===== src/rtl/intr_entry_pkg.sv =====
package intr_entry_pkg;
    localparam int unsigned WORD_W  = 32;
    localparam int unsigned BE_BASE = 32;

    function automatic int unsigned le_pos(input int unsigned be);
        return BE_BASE + WORD_W - 1 - be;
    endfunction

    localparam int unsigned MSR_CE  = le_pos(46);
    localparam int unsigned MSR_EE  = le_pos(48);
    localparam int unsigned MSR_ME  = le_pos(51);
    localparam int unsigned MSR_DE  = le_pos(54);
    localparam int unsigned SYN_BO  = le_pos(47);
    localparam int unsigned SYN_PV  = le_pos(36);

    typedef enum logic [1:0] {
        ST_IDLE   = 2'd0,
        ST_STORE  = 2'd1,
        ST_EXTERN = 2'd2
    } entry_state_e;
endpackage


===== src/rtl/intr_cause_arb.sv =====
module intr_cause_arb (
    input  logic fault_perm,
    input  logic fault_bo,
    input  logic ext_irq,
    input  logic ext_enable,
    output logic take_store,
    output logic take_ext
);
    always_comb begin
        take_store = fault_perm | fault_bo;
        take_ext   = ext_irq & ext_enable & ~take_store;
    end
endmodule


===== src/rtl/intr_state_calc.sv =====
module intr_state_calc
    import intr_entry_pkg::*;
#(
    parameter int unsigned W = WORD_W
) (
    input  logic [W-1:0] old_msr,
    input  logic         perm,
    input  logic         bo,
    output logic [W-1:0] new_msr,
    output logic [W-1:0] new_syn
);
    localparam int unsigned NKEEP = 3;
    localparam int unsigned KEEP_POS [NKEEP] = '{MSR_CE, MSR_ME, MSR_DE};

    logic [W-1:0] keep_mask;

    generate
        for (genvar b = 0; b < W; b++) begin : g_mask
            logic hit;
            always_comb begin
                hit = 1'b0;
                for (int k = 0; k < NKEEP; k++) begin
                    if (KEEP_POS[k] == b) hit = 1'b1;
                end
                keep_mask[b] = hit;
            end
        end
    endgenerate

    always_comb begin
        new_msr         = old_msr & keep_mask;
        new_syn         = '0;
        new_syn[SYN_BO] = bo;
        new_syn[SYN_PV] = perm;
    end
endmodule


===== src/rtl/intr_vector_gen.sv =====
module intr_vector_gen #(
    parameter int unsigned W        = 32,
    parameter int unsigned PREFIX_W = 16,
    parameter int unsigned OFF_W    = 12
) (
    input  logic [PREFIX_W-1:0] prefix,
    input  logic [OFF_W-1:0]    offset,
    output logic [W-1:0]        vec_addr
);
    localparam int unsigned ZERO_W = W - PREFIX_W - OFF_W;

    always_comb begin
        vec_addr = {prefix, offset, {ZERO_W{1'b0}}};
    end
endmodule


===== src/rtl/intr_entry_unit.sv =====
module intr_entry_unit
    import intr_entry_pkg::*;
#(
    parameter int unsigned W        = WORD_W,
    parameter int unsigned PREFIX_W = 16,
    parameter int unsigned OFF_W    = 12
) (
    input  logic                clk,
    input  logic                rst_n,
    input  logic                fault_perm,
    input  logic                fault_bo,
    input  logic [W-1:0]        fault_ea,
    input  logic                ext_irq,
    input  logic [W-1:0]        next_pc,
    input  logic [W-1:0]        msr_in,
    input  logic [PREFIX_W-1:0] vec_prefix,
    input  logic [OFF_W-1:0]    off_store,
    input  logic [OFF_W-1:0]    off_ext,
    output logic                suppress,
    output logic                srr0_we,
    output logic [W-1:0]        srr0_d,
    output logic                srr1_we,
    output logic [W-1:0]        srr1_d,
    output logic                msr_we,
    output logic [W-1:0]        msr_d,
    output logic                esr_we,
    output logic [W-1:0]        esr_d,
    output logic                redirect_valid,
    output logic [W-1:0]        redirect_addr
);
    entry_state_e state_q, state_d;

    logic          take_store, take_ext;
    logic [W-1:0]  ret_addr_q;
    logic [W-1:0]  saved_msr_q;
    logic          perm_q, bo_q;
    logic [W-1:0]  calc_msr, calc_syn, calc_vec;
    logic [OFF_W-1:0] sel_off;

    intr_cause_arb u_arb (
        .fault_perm (fault_perm),
        .fault_bo   (fault_bo),
        .ext_irq    (ext_irq),
        .ext_enable (msr_in[MSR_EE]),
        .take_store (take_store),
        .take_ext   (take_ext)
    );

    intr_state_calc #(.W(W)) u_calc (
        .old_msr (saved_msr_q),
        .perm    (perm_q),
        .bo      (bo_q),
        .new_msr (calc_msr),
        .new_syn (calc_syn)
    );

    assign sel_off = (state_q == ST_STORE) ? off_store : off_ext;

    intr_vector_gen #(.W(W), .PREFIX_W(PREFIX_W), .OFF_W(OFF_W)) u_vec (
        .prefix   (vec_prefix),
        .offset   (sel_off),
        .vec_addr (calc_vec)
    );

    // state register
    always_ff @(posedge clk or negedge rst_n) begin
        if (!rst_n) state_q <= ST_IDLE;
        else        state_q <= state_d;
    end

    // capture of entry context, loaded only on acceptance
    always_ff @(posedge clk or negedge rst_n) begin
        if (!rst_n) begin
            ret_addr_q  <= '0;
            saved_msr_q <= '0;
            perm_q      <= 1'b0;
            bo_q        <= 1'b0;
        end else if (state_q == ST_IDLE && (take_store || take_ext)) begin
            ret_addr_q  <= take_store ? fault_ea : next_pc;
            saved_msr_q <= msr_in;
            perm_q      <= fault_perm & take_store;
            bo_q        <= fault_bo & take_store;
        end
    end

    // next-state logic
    always_comb begin
        state_d = state_q;
        unique case (state_q)
            ST_IDLE: begin
                if (take_store)    state_d = ST_STORE;
                else if (take_ext) state_d = ST_EXTERN;
                else               state_d = ST_IDLE;
            end
            ST_STORE:  state_d = ST_IDLE;
            ST_EXTERN: state_d = ST_IDLE;
            default:   state_d = ST_IDLE;
        endcase
    end

    // outputs
    always_comb begin
        suppress       = 1'b0;
        srr0_we        = 1'b0;
        srr1_we        = 1'b0;
        msr_we         = 1'b0;
        esr_we         = 1'b0;
        redirect_valid = 1'b0;
        srr0_d         = '0;
        srr1_d         = '0;
        msr_d          = '0;
        esr_d          = '0;
        redirect_addr  = '0;
        unique case (state_q)
            ST_IDLE: ;
            ST_STORE: begin
                suppress       = 1'b1;
                srr0_we        = 1'b1;
                srr1_we        = 1'b1;
                msr_we         = 1'b1;
                esr_we         = 1'b1;
                redirect_valid = 1'b1;
                srr0_d         = ret_addr_q;
                srr1_d         = saved_msr_q;
                msr_d          = calc_msr;
                esr_d          = calc_syn;
                redirect_addr  = calc_vec;
            end
            ST_EXTERN: begin
                srr0_we        = 1'b1;
                srr1_we        = 1'b1;
                msr_we         = 1'b1;
                redirect_valid = 1'b1;
                srr0_d         = ret_addr_q;
                srr1_d         = saved_msr_q;
                msr_d          = calc_msr;
                redirect_addr  = calc_vec;
            end
            default: ;
        endcase
    end
endmodule


===== config.mk =====
export PLATFORM = sky130hd
export DESIGN_NAME = intr_entry_unit
export DESIGN_NICKNAME = d
export VERILOG_FILES = /design/src/rtl/intr_entry_pkg.sv /design/src/rtl/intr_cause_arb.sv /design/src/rtl/intr_state_calc.sv /design/src/rtl/intr_vector_gen.sv /design/src/rtl/intr_entry_unit.sv
export SDC_FILE = /design/constraint.sdc
export NUM_CORES = 1
export LEC_CHECK = 0
export CORE_UTILIZATION = 25
export CTS_CLUSTER_SIZE = 14
export DETAILED_ROUTE_END_ITERATION = 8
export PLACE_DENSITY_LB_ADDON = 0.1
export SYNTH_ARGS = -nofsm -noshare
export SYNTH_HDL_FRONTEND = slang
export SYNTH_SLANG_ARGS = --single-unit

===== constraint.sdc =====
create_clock -name clk -period 1.59 [get_ports clk]
set_input_delay 0.2385 -clock clk [delete_from_list [all_inputs] [get_ports clk]]
set_output_delay 0.2385 -clock clk [all_outputs]
set_load 0.01 [all_outputs]

==> metrics.cfg <==
[synthesis]
ys_ff_latch=68
ys_seq_area_share_pct=38.6
syn_area_mm2=0.00441
yosys_most_used_dff=dfrtp_1
syn_inst=419
synth_area_per_cell_um2=10.5
synth_edf_count=0
synth_top_family_by_area=multiplexers
yosys_warnings=0
synthAdderAreaFrac_pct=0.852
synthMuxAreaShare_pct=18.4
synth_compound_area_share_pct=10.5
ys_types=23
synth_xor_area_share_pct=0
ys_async_sr_fraction_pct=100
yosys.area_share.simple_pct=14.4

[pwr]
internal_power_mw=5.93
power.switching_mw=2.43
power_frac_comb_pct=44.2
clkPwrFrac_pct=27.9
power_frac_seq_pct=27.8
vdd_ir_drop_max_mv=0.540
swShare_pct=29.1
power_mw=8.36
p_leak_nw=3.55
power_density_mw_per_mm2=1040

[route]
drtPass1Iterations=4
routedWlPerCell_um=16.1
vias=3911
drcViolationCount=0
vias_per_cell=4.24
antenna_left=0
drt-total-wl_mm=14.8
first_iter_violations=96

[place]
portBuffers=243
gp_congestion=0.755
placed_area_mm2=0.00690
dpl.hpwl_mm=9.83
dp_slack_ns=-0.367

[cells_and_area]
finish.instance_area_mm2=0.00802
nNetsFinal=836
layout-area-overhead-vs-synth_pct=82.0
fillCellCount=1640
n_antenna_cell=0
final_common_cell=clkdlybuf4s50_1
layout_common_cells=139 x clkdlybuf4s50_1, 99 x buf_6, 68 x and2_4, 68 x dfrtp_1, 63 x conb_1
layout-drive-gt1-share_pct=40.7

[clock_network]
clockBufferDepth=2
cts_tree=yes
cts.clk_slew.worst_paths_ns=0.06
numCtsBuffers=9
cts_num_sinks=68
clock_latency_ns=0.33
root_buffer=clkbuf_16
h-tree-depth=3

[floorplanning]
dieArea_mm2=0.0182
die_w_um=135
num_rows=48
pin_count=307
die_y_um=135
coreArea_mm2=0.0172
initial_core_util_pct=25.6

[setup_path]
r2r_cells=6
required_ns=1.35
reg2reg_setup_slack_ns=0.15
worstReg2RegStart=state_q[1]
critPathMaxFanout=4
reg2reg_to=ret_addr_q[0]
end_kind=output pin
critPathLaunchType=flip-flop
endpoint=redirect_addr[13]
crit_type=flip-flop to output pin
worstSetupStartpoint=state_q[0]
arrival_ns=1.69

[flow_run]
cap_viol_max_count=0

[timing]
setup_ws_ns=-0.340
period_share_pct=121
hold_viol_final=0
max_freq_mhz=518
slew_viol_final=0
setup_tns_ns=-24.56
setup_viol=103
finalCriticalPeriod_ns=1.93
finClkSkew_ns=0.00565
grt_setup_unrepaired=true

[run_status]
status=complete, but fails checks
violations=negative setup slack

[global_routing]
grt_pass1_vias=3766
grt_pass1_wl_mm=20.6
grt.overflow.total=0
grt_max_degree=69
grt.total_usage_pct=15.1
antenna_found_initial=0

[min_path]
hp-class=primary input to asynchronous set/reset pin

-- cell usage after synthesis (6+ instances only) --
cell	count	area, um^2
buf_2	6	30.0
clkbuf_1	13	48.8
buf_4	72	541
a31oi_1	32	200
mux2_1	30	338
buf_6	6	67.6
a21oi_2	20	175
a21oi_1	14	70.1
mux2i_1	44	440
dfrtp_1	68	1700
nor2b_1	13	81.3
and2_1	82	513
-- area by class of cell --
cell class / count / area (um^2) / area share (%)
clock buffer: 10 / 239 / 2.98
clock inverter: 6 / 111 / 1.39
inverter: 3 / 11.3 / 0.140
multi-input combinational: 309 / 2470 / 30.9
sequential: 68 / 1700 / 21.2
tap: 225 / 282 / 3.51
timing repair buffer: 301 / 3200 / 39.9
-- critical path, cell delays in order (launching register included) --
cell and delay [ns]:
dfrtp_1 0.39, buf_6 0.13, ha_4 0.17, buf_12 0.13
buf_6 0.13, mux2i_2 0.23, nor2b_4 0.06, buf_6 0.12
-- through the flow --
step	cells	util (%)	hold WS, ns
2_1_floorplan	481	-	-0.0571
3_3_place_gp	868	40.0	0.282
3_5_place_dp	868	40.0	0.285
4_1_cts	906	42.4	0.469
5_1_grt	922	46.5	0.490
6_report	922	46.5	0.453
-- state kept, by name, indices dropped and copies added, names as in the netlist --
register and flops:
state_q 2, bo_q 1, perm_q 1, saved_msr_q 32, ret_addr_q 32
-- worst min path at each step --
stage / start / to / slack (ns)
floorplan: rst_n / bo_q / -0.06
global placement: rst_n / ret_addr_q[19] / 0.28
detailed placement: rst_n / ret_addr_q[19] / 0.29
CTS: rst_n / ret_addr_q[19] / 0.47
global route: rst_n / ret_addr_q[20] / 0.49
finish: rst_n / ret_addr_q[19] / 0.45
-- layer usage --
metal  GRT usage (%)  up-vias  routed length, um
met1            17.9     1875               5870
met5               0        -                  0
met4            5.06        0                162
li1                -     1843                  -
met2            26.5      183               7610
met3            3.57       10               1190
-- logic make-up after synthesis --
group | Yosys count
fa+ha+maj | 3
buf+inv | 105
simple gates | 98
mux | 77
compound gates | 67
other cells | 1
flops | 68
-- power by group through the flow --
stage	Sequential [mW]	Clock, mW	Combinational, mW
3_5_place_dp	2.32	0	2.94
2_1_floorplan	2.26	0	1.52
4_1_cts	2.30	2.41	2.92
3_3_place_gp	2.32	0	2.90
6_report	2.33	2.34	3.70
5_1_grt	2.37	2.47	3.97
-- timing repair --
| action | 4_1_cts | 5_1_grt |
|---|---|---|
| buffers inserted | 19 | 13 |
| setup endpoints to repair | 108 | 137 |
| pin swaps | 3 | 43 |
| gates cloned | 3 | 7 |
| hold buffers | 1 | 0 |
| gates resized for setup | 365 | 259 |
| endpoints found under the hold margin | 68 | 0 |
Power figures use the tool's default switching activity.
